## src/rtl/adc_demux_pkg.sv

```systemverilog
// Package: shared mode type and pin decode for the output demultiplexer.
// Assumes a two-bit phase counter is enough for the largest divide (4).
package adc_demux_pkg;

    typedef enum logic [1:0] {
        MODE_DIV1 = 2'd0,
        MODE_DIV2 = 2'd1,
        MODE_DIV4 = 2'd2
    } demux_mode_e;

    localparam int PHASE_W = 2;

    // Map the enable and select pins to an operating mode.
    function automatic demux_mode_e decode_mode(input logic en, input logic [1:0] sel);
        demux_mode_e m;
        if (!en) begin
            m = MODE_DIV1;
        end else begin
            case (sel)
                2'b00:   m = MODE_DIV1;
                2'b01:   m = MODE_DIV2;
                default: m = MODE_DIV4;
            endcase
        end
        return m;
    endfunction

endpackage

```

## src/rtl/adc_mode_latch.sv

```systemverilog
// Mode capture and reset mirror.
// Samples the mode pins on every edge while reset is low and holds the
// result once reset is released. Drives an active-high copy of the reset
// delayed by one clock. Assumes the mode pins are stable through reset.
module adc_mode_latch
    import adc_demux_pkg::*;
(
    input  logic        clk,
    input  logic        rst_n,
    input  logic        demux_on,
    input  logic [1:0]  div_sel,
    output demux_mode_e mode_q,
    output logic        rst_out
);

    demux_mode_e mode_r;
    logic        rst_out_r;

    // Capture the decoded mode only while reset is held.
    always_ff @(posedge clk) begin
        if (!rst_n) begin
            mode_r <= decode_mode(demux_on, div_sel);
        end
    end

    // Mirror the reset input, registered, for downstream units.
    always_ff @(posedge clk) begin
        rst_out_r <= !rst_n;
    end

    assign mode_q  = mode_r;
    assign rst_out = rst_out_r;

endmodule

```

## src/rtl/adc_phase_gen.sv

```systemverilog
// Phase counter and strobe generator.
// A free-running counter, cleared by reset, selects the capture edge (the
// earlier sample of a pair) and the update edge (the outputs load). It also
// forms the registered data-ready level for the two-port modes. Assumes the
// mode stays constant while reset is high.
module adc_phase_gen
    import adc_demux_pkg::*;
#(
    parameter int PW = PHASE_W
) (
    input  logic        clk,
    input  logic        rst_n,
    input  demux_mode_e mode,
    output logic        cap_stb,
    output logic        upd_stb,
    output logic        dready_q
);

    localparam logic [PW-1:0] PH_ZERO = '0;
    localparam logic [PW-1:0] PH_ONE  = PW'(1);
    localparam logic [PW-1:0] PH_TWO  = PW'(2);

    logic [PW-1:0] ph;
    logic          dr_next;

    // Count sample clocks since reset; wraps at the largest divide.
    always_ff @(posedge clk) begin
        if (!rst_n) begin
            ph <= PH_ZERO;
        end else begin
            ph <= ph + PH_ONE;
        end
    end

    // Decode the capture and update strobes from phase and mode.
    always_comb begin
        cap_stb = 1'b0;
        upd_stb = 1'b0;
        dr_next = 1'b0;
        case (mode)
            MODE_DIV2: begin
                cap_stb = !ph[0];
                upd_stb = ph[0];
                dr_next = ph[0];
            end
            MODE_DIV4: begin
                cap_stb = (ph == PH_ZERO);
                upd_stb = (ph == PH_TWO);
                dr_next = ph[1];
            end
            default: begin
                upd_stb = 1'b1;
            end
        endcase
    end

    // Register the data-ready level so it rises together with the outputs.
    always_ff @(posedge clk) begin
        if (!rst_n) begin
            dready_q <= 1'b0;
        end else begin
            dready_q <= dr_next;
        end
    end

endmodule

```

## src/rtl/adc_lane_pack.sv

```systemverilog
// Output lanes.
// Holds the earlier sample of a pair and loads both ports on the update
// strobe. Forces the auxiliary port to zero whenever it is not live.
// Assumes cap_stb and upd_stb are never high together.
module adc_lane_pack #(
    parameter int DW = 8
) (
    input  logic          clk,
    input  logic          rst_n,
    input  logic          cap_stb,
    input  logic          upd_stb,
    input  logic          aux_ok,
    input  logic [DW-1:0] sample_in,
    input  logic          ovr_in,
    output logic [DW-1:0] pri_q,
    output logic [DW-1:0] aux_q,
    output logic          ovr_q
);

    localparam logic [DW-1:0] ZW = '0;

    logic [DW-1:0] hold_d;
    logic          hold_o;

    // Keep the earlier sample of the pair and its flag.
    always_ff @(posedge clk) begin
        if (!rst_n) begin
            hold_d <= ZW;
            hold_o <= 1'b0;
        end else if (cap_stb) begin
            hold_d <= sample_in;
            hold_o <= ovr_in;
        end
    end

    // Load the primary word and the combined overrange on each update.
    always_ff @(posedge clk) begin
        if (!rst_n) begin
            pri_q <= ZW;
            ovr_q <= 1'b0;
        end else if (upd_stb) begin
            pri_q <= sample_in;
            ovr_q <= ovr_in | (aux_ok & hold_o);
        end
    end

    // Auxiliary word: cleared when gated off, loaded on update otherwise.
    always_ff @(posedge clk) begin
        if (!rst_n) begin
            aux_q <= ZW;
        end else if (!aux_ok) begin
            aux_q <= ZW;
        end else if (upd_stb) begin
            aux_q <= hold_d;
        end
    end

endmodule

```

## src/rtl/adc_out_demux.sv

```systemverilog
// Top level of the output demultiplexer.
// Joins mode capture, phase generation and the output lanes. In divide-by-1
// the data-ready output follows the sample clock once reset is released; in
// the other modes it is the registered level from the phase generator.
// Assumes a single clock domain and a reset held for at least one edge.
module adc_out_demux
    import adc_demux_pkg::*;
#(
    parameter int DATA_W = 8
) (
    input  logic              clk,
    input  logic              rst_n,
    input  logic              demux_on,
    input  logic [1:0]        div_sel,
    input  logic              aux_en_a,
    input  logic              aux_en_b,
    input  logic [DATA_W-1:0] sample_in,
    input  logic              ovr_in,
    output logic [DATA_W-1:0] pri_data,
    output logic [DATA_W-1:0] aux_data,
    output logic              ovr_out,
    output logic              dready,
    output logic              rst_out
);

    demux_mode_e mode_q;
    logic        cap_stb;
    logic        upd_stb;
    logic        dready_q;
    logic        aux_ok;
    logic        rst_out_w;

    adc_mode_latch u_mode (
        .clk      (clk),
        .rst_n    (rst_n),
        .demux_on (demux_on),
        .div_sel  (div_sel),
        .mode_q   (mode_q),
        .rst_out  (rst_out_w)
    );

    adc_phase_gen #(.PW(PHASE_W)) u_phase (
        .clk      (clk),
        .rst_n    (rst_n),
        .mode     (mode_q),
        .cap_stb  (cap_stb),
        .upd_stb  (upd_stb),
        .dready_q (dready_q)
    );

    // Auxiliary port is live only with both enables and a two-port mode.
    assign aux_ok = aux_en_a & aux_en_b & (mode_q != MODE_DIV1);

    adc_lane_pack #(.DW(DATA_W)) u_lanes (
        .clk       (clk),
        .rst_n     (rst_n),
        .cap_stb   (cap_stb),
        .upd_stb   (upd_stb),
        .aux_ok    (aux_ok),
        .sample_in (sample_in),
        .ovr_in    (ovr_in),
        .pri_q     (pri_data),
        .aux_q     (aux_data),
        .ovr_q     (ovr_out)
    );

    // Select the data-ready source by mode.
    assign dready  = (mode_q == MODE_DIV1) ? (clk & ~rst_out_w) : dready_q;
    assign rst_out = rst_out_w;

endmodule

```

## config.mk

```make
export PLATFORM = sky130hd
export DESIGN_NAME = adc_out_demux
export DESIGN_NICKNAME = d
export VERILOG_FILES = /design/src/rtl/adc_demux_pkg.sv /design/src/rtl/adc_mode_latch.sv /design/src/rtl/adc_phase_gen.sv /design/src/rtl/adc_lane_pack.sv /design/src/rtl/adc_out_demux.sv
export SDC_FILE = /design/constraint.sdc
export NUM_CORES = 1
export LEC_CHECK = 0
export BUFFER_PORTS_ARGS = -buffer_cell sky130_fd_sc_hd__buf_4
export CORE_UTILIZATION = 51
export DETAILED_ROUTE_END_ITERATION = 12
export GPL_TIMING_DRIVEN = 0
export PLACE_DENSITY = 0.84
export SETUP_SLACK_MARGIN = 0.3
export SYNTH_ARGS = -nofsm -noshare
export SYNTH_HDL_FRONTEND = slang
export SYNTH_SLANG_ARGS = --single-unit
```

## constraint.sdc

```tcl
create_clock -name clk -period 2.5 [get_ports clk]
set_clock_uncertainty 0.15 [all_clocks]
set_input_delay 0.625 -clock clk [delete_from_list [all_inputs] [get_ports clk]]
set_output_delay 0.625 -clock clk [all_outputs]
set_load 0.005 [all_outputs]
```

; ---- Yosys cells after proc, flatten, opt, wreduce, memory -nomap -nowiden
; Index checks and enable logic that the tools add are counted.
; W data, S select, Z words.
[classes]
add_sub_neg = 1
eq_ne = 4
muxes = 5
bitwise_logic = 6
reduce_logical = 7
[ops]
columns = operator, count
row1 = $logic_not A2 Y1, 3
row2 = $pmux W1 S2, 3
row3 = $and A1 B1 Y1, 4
row4 = $eq A2 B1 Y1 const B, 2
row5 = $eq A2 B2 Y1 const B, 2
row6 = $pmux W2 S2, 1
row7 = $add A2 B1 Y2 const B, 1
row8 = $logic_not A1 Y1, 2
row9 = $reduce_and A2 Y1, 1
row10 = $reduce_bool A2 Y1, 1
row11 = $mux W1, 1
row12 = $not A1 Y1, 1
row13 = $or A1 B1 Y1, 1
[word_totals]
register_bits = 32
inputBits = 16
output_inout_bits = 19
elab_cells = 32

; ---- Depth between registers and ports, before layout
; Gate-level depths: netlist of run 1.
[logic_depth]
depth_word = 4
mapped_depth = 8
depth_no_buf = 5

; ---- By module
; From an unflattened synthesis of run 1, not the netlist that was laid out.
[unflattened]
cells_unflattened = 113
area_unflattened_um2 = 1298.7
[by_module_without_submodules]
columns = module, instances, cells_per_inst, area_each_um2, seq_area_each_um2
row1 = adc_lane_pack, 1, 84, 973.4, 520.5
row2 = adc_phase_gen, 1, 19, 190.2, 60.1
row3 = adc_mode_latch, 1, 6, 100.1, 80.1
row4 = adc_out_demux, 1, 4, 35.0, 0.0

==> results of run 1 <==
[cell usage after synthesis]
cell,number
ha_1,5
a41oi_1,1
o211ai_1,8
a22o_1,1
dfxtp_1,30
o21ai_1,8
nand3b_1,1
nand2_1,34
buf_2,1
and4b_1,1
mux2i_1,17
nor3_1,1
a22oi_1,1
o31ai_1,1
nor2b_1,1
edfxtp_1,2
and2_1,3
inv_1,8
a21oi_1,1
nor2_1,1
o21ai_0,2
buf_6,3
and3b_1,1
or2_1,1
clkbuf_1,6
[power groups by stage]
stage	clock, W	combinational [W]	sequential, W
after floorplan	0.00000312	0.000106	0.000577
after CTS	0.000393	0.000183	0.000567
after global placement	0.00000695	0.000168	0.000577
after detailed placement	0.00000695	0.000176	0.000578
final	0.000411	0.000190	0.000568
after global routing	0.000450	0.000206	0.000571
[state kept, by name (all words and copies together) (netlist names)]
name / cells
u_lanes.aux_q: 8
u_lanes.hold_d: 8
u_lanes.hold_o: 1
u_lanes.ovr_q: 1
u_lanes.pri_q: 8
u_mode.mode_q: 2
u_mode.rst_out: 1
u_phase.dready_q: 1
u_phase.ph: 2
[stage by stage]
step	power (W)	hold WS (ns)	TNS (ns)	utilization, %
floorplan	0.000685	0.288	0	-
global placement	0.000752	0.289	0	65.4
detailed placement	0.000761	0.298	0	65.4
CTS	0.00114	0.306	-0.0201	69.8
global route	0.00123	0.306	-0.0585	71.0
finish	0.00117	0.308	-0.0292	71.0
[worst paths after layout]
| check | from | to | slack [ns] | depth (start not counted) |
|---|---|---|---|---|
| max | clk | dready | -0.03 | 5 |
| min | u_lanes.aux_q[3]$_SDFFE_PN0P_ | u_lanes.aux_q[3]$_SDFFE_PN0P_ | 0.31 | 2 |
| min reg2reg | u_lanes.aux_q[3]$_SDFFE_PN0P_ | u_lanes.aux_q[3]$_SDFFE_PN0P_ | 0.31 | 2 |
| max reg2reg | u_mode.mode_q[0]$_SDFFCE_PN0N_ | u_lanes.pri_q[0]$_SDFFE_PN0P_ | 0.35 | 9 |
[worst max-delay path: stages]
cell	delay, ns
buf_8	0.10
buf_8	0.10
nand3b_1	0.09
o21ai_1	0.08
buf_4	0.14
[kinds of logic after synthesis]
family          Yosys count  share of synthesized area [%]
compound gates           23                           11.1
buf+inv                  18                           6.89
flops                    32                           49.8
mux                      17                           12.8
fa+ha+maj                 5                           4.72
simple gates             44                           14.6
[routing by layer]
layer | track usage [%] | vias to the layer above | part of all wire (%)
li1 | - | 564 | -
met1 | 24.8 | 530 | 40
met2 | 36.1 | 48 | 51
met3 | 8.62 | 19 | 5.0
met4 | 16.7 | 0 | 4.0
met5 | 0 | - | 0
[what timing repair did]
item / in CTS / in global routing
resized for setup: 4 / 7
pin swaps: 1 / 0
endpoints found under the setup margin: 2 / 6
setup buffers: 3 / 1
[cell type report]
| type | instances | share of cell area, % |
|---|---|---|
| inverters | 8 | 1.71 |
| multi-input cells | 89 | 33.9 |
| flip-flops and latches | 32 | 37.6 |
| repair buffers | 37 | 15.8 |
| well taps | 30 | 2.13 |
| clock inverters | 1 | 0.284 |
| plain buffers | 10 | 3.49 |
| clock buffers | 11 | 5.12 |
==> run summary, run 1 <==
status: finished, violations left
failing checks: negative setup slack
hpwl dp: 2.01 mm
commonest non-fill, non-tap cell in the layout: buf_4
Crit Path Max Fanout: 2
nature of the critical path endpoint: output port
Net Switching: 0.000307 W
Antenna Cells: 0
GRT Util Overall: 22.9%
Critical Path RT: 1.73 ns
CTS tree: done
Combinational Power Share: 16.3%
synth warn: 0
DR iter-0 viols: 30
RSZ-0062 raised after global routing: yes
largest area contributor in the netlist: dfxtp_1
WL/cell: 13.7 microns
die width: 53.0 microns
Final Setup Violations: 1
routed wire length: 2.98 mm
routability cong.: 0.742
DP Area: 1620 sq um
port buffer count: 34
ANT nets after route: 0
antenna violations before repair: 0
Post-Synthesis Cells: 139
Worst slew margin: 66.7%
Clock Latency Late Sink: 0.44 ns
max_cap viols: 0
leak pwr: 0.829 nW
syn_area_per_cell: 9.54 sq um
Hold/Removal Path Class: flop to flop
vias in the first global route: 1093
Post-route DRC: 0
CP Class: clock port to output port
fin area: 1760 sq um
Non-Filler Instances: 218
startpoint type of the worst setup path: clock port
GR Overflow Total: 0
area delta synth->final: 32.6%
dpl cells: 203
initial core utilization: 53.5%
Slew @ Worst Pin: 0.500 ns
sw frac: 26.3%
Worst Path Arrival: 1.75 ns
via count: 1161
vias per inst: 5.33
Final nets: 208
drt pass-1 iters: 4
I/O pin count: 35
Yosys top cell area share: 45.3%
Sequential Area: 661 sq um
layout cells sized above 1: 29.8%
most frequent cells in the layout: buf_4 (38), nand2_1 (34), dfxtp_1 (30), mux2i_1 (17)
Area contributors post-synth: dfxtp_1 (45%), mux2i_1 (13%), nand2_1 (9.6%), ha_1 (4.7%), edfxtp_1 (4.5%)
final hold viol count: 0
P_int: 0.000861 W
clock power share: 35.2%
largest net degree at the start of global routing: 11
Setup WS post-layout: -0.0292 ns
post-synthesis sequential area ratio: 49.8%
Fill cells: 184
CTS Hold Bufs: 0
Multi-input gate area: 597 sq um
core box area: 2480 sq um
Final Slew Violations: 0
Reg power frac: 48.6%
Die Y: 53.0 microns
die area: 2810 sq um
CTS clk-pin slew, worst paths: 0.09 ns
Syn Std Cell Area: 1330 sq um
Synth cell types: 25
maximum vdd drop: 0.647 mV
post-synth net total: 160
pre-CTS worst setup slack: 0.223 ns
first-pass GRT wire length: 4.39 mm
PD cells: 664 nW/um^2
register bit total from synthesis: 32
Rows: 18
Note: power is estimated with default switching activity, not from simulation.
==> inputs of run 2 (changes only) <==
==> constraint.sdc (replaced) <==
create_clock -name clk -period 2.5 [get_ports clk]
set_clock_uncertainty 0.15 [all_clocks]
set_input_delay 0.5 -clock clk [delete_from_list [all_inputs] [get_ports clk]]
set_output_delay 0.5 -clock clk [all_outputs]
set_load 0.005 [all_outputs]
==> run 2 against run 1 <==
The flow now finishes without violations. Critical path type unchanged. Critical path depth unchanged. Clock-buffer cell count unchanged. Sequential power about the same. Power decreased by 1.4%. First-iteration DRC count decreased by 13%. Core utilization decreased by 1.7 points. Non-clock buffer count decreased by 3. Global-route usage decreased by 0.54 points.
==> run summary, run 2 (synthesized netlist as in run 1, its figures left out) <==
area delta synth->final: 29.4%
antenna violations before repair: 0
vias in the first global route: 1067
commonest non-fill, non-tap cell in the layout: buf_4
Hold Crit Start: demux_on
CTS Hold Bufs: 0
hold endpoint: u_mode.mode_q[1]$_SDFFCE_PN0N_
RSZ-0062 raised after global routing: yes
GR Overflow Total: 0
core box area: 2480 sq um
hold depth: 2
Post-route DRC: 0
clock power share: 35.3%
die width: 53.0 microns
R2R Setup Slk: 0.48 ns
Final nets: 205
ANT nets after route: 0
Final Setup Violations: 0
routability cong.: 0.742
leak pwr: 0.811 nW
Clock Latency Late Sink: 0.44 ns
PD cells: 671 nW/um^2
CTS clk-pin slew, worst paths: 0.10 ns
GRT Util Overall: 22.3%
Critical Path RT: 1.85 ns
R2R Path End: u_lanes.pri_q[0]$_SDFFE_PN0P_
Slew @ Worst Pin: 0.491 ns
Fill cells: 191
max_cap viols: 0
CP cell instances: buf_8, buf_8, nand3b_1, o21ai_1, buf_4
Reg power frac: 49.2%
DP Area: 1620 sq um
Worst Path Arrival: 1.71 ns
fin area: 1720 sq um
vias per inst: 5.27
Antenna Cells: 0
R2R depth: 8
CP Class: clock port to output port
Rows: 18
layout cells sized above 1: 26.5%
maximum vdd drop: 0.574 mV
biggest regs: u_lanes.aux_q (8), u_lanes.hold_d (8), u_lanes.pri_q (8)
status: completed
Final Slew Violations: 0
Crit Path Max Fanout: 2
nature of the critical path endpoint: output port
Net Switching: 0.000297 W
via count: 1133
Critical Path Most Common Cell: buf_8
drt pass-1 iters: 4
WL/cell: 12.7 microns
slowest stage delay, CP: 0.13 ns
cell family with most CP delay: buffers and inverters
CTS tree: done
startpoint type of the worst setup path: clock port
crit path buf inv count: 3
Worst slew margin: 67.3%
worst reg2reg startpoint: u_mode.mode_q[0]$_SDFFCE_PN0N_
Combinational Power Share: 15.5%
Die Y: 53.0 microns
DR iter-0 viols: 26
Levels on crit path: 5
Hold/Removal Path Class: primary input to flop
port buffer count: 34
most frequent cells in the layout: buf_4 (35), nand2_1 (34), dfxtp_1 (30), mux2i_1 (17), o21ai_1 (9)
first-pass GRT wire length: 4.28 mm
initial core utilization: 53.5%
sw frac: 25.8%
hpwl dp: 2.01 mm
CP max-delay cell: buf_4
routed wire length: 2.72 mm
final hold viol count: 0
die area: 2810 sq um
P_int: 0.000855 W
largest net degree at the start of global routing: 11
I/O pin count: 35
setup_tns: 0 ns
run 2: worst max path at each step:
stage	to	from	slack, ns
floorplan	dready	clk	0.45
global placement	dready	clk	0.35
detailed placement	dready	clk	0.35
CTS	dready	clk	0.10
global route	dready	clk	0.10
finish	dready	clk	0.14
run 2: repair_timing:
| action | 4_1_cts | 5_1_grt |
|---|---|---|
| pin swaps | 0 | 0 |
| resized for setup | 3 | 3 |
| buffers inserted | 0 | 1 |
| endpoints found under the setup margin | 1 | 2 |
| endpoints found under the hold margin | 0 | 0 |
run 2: area by class of cell:
| cell class | count | area [sq um] | area share (%) |
|---|---|---|---|
| clock inverter | 1 | 5.00 | 0.292 |
| timing repair buffer | 34 | 255 | 14.9 |
| clock buffer | 11 | 90.1 | 5.25 |
| buffer | 10 | 61.3 | 3.57 |
| sequential | 32 | 661 | 38.5 |
| multi-input combinational | 89 | 577 | 33.6 |
| tap | 30 | 37.5 | 2.19 |
| inverter | 8 | 30.0 | 1.75 |
run 2: layer usage:
layer  vias to the layer above  GRT usage [%]  wire length, microns
met2                        36           35.4                  1340
met5                         -              0                     0
li1                        561              -                     -
met1                       523           24.4                  1160
met4                         0           14.9                    93
met3                        13           8.62                   131
run 2: per-stage QoR:
| step | util (%) | std cells | power, W | hold WS [ns] | setup WS (ns) |
|---|---|---|---|---|---|
| floorplan | - | 139 | 0.000685 | 0.288 | 0.455 |
| global placement | 65.4 | 203 | 0.000752 | 0.289 | 0.348 |
| detailed placement | 65.4 | 203 | 0.000761 | 0.298 | 0.348 |
| CTS | 68.8 | 214 | 0.00114 | 0.181 | 0.105 |
| global route | 69.3 | 215 | 0.00121 | 0.181 | 0.102 |
| finish | 69.3 | 215 | 0.00115 | 0.187 | 0.140 |
run 2: power groups by stage:
| stage | Sequential (W) | Combinational [W] | Clock (W) |
|---|---|---|---|
| detailed placement | 0.000578 | 0.000176 | 0.00000695 |
| global placement | 0.000577 | 0.000168 | 0.00000695 |
| CTS | 0.000567 | 0.000178 | 0.000393 |
| finish | 0.000567 | 0.000178 | 0.000407 |
| floorplan | 0.000577 | 0.000106 | 0.00000312 |
| global route | 0.000570 | 0.000194 | 0.000447 |
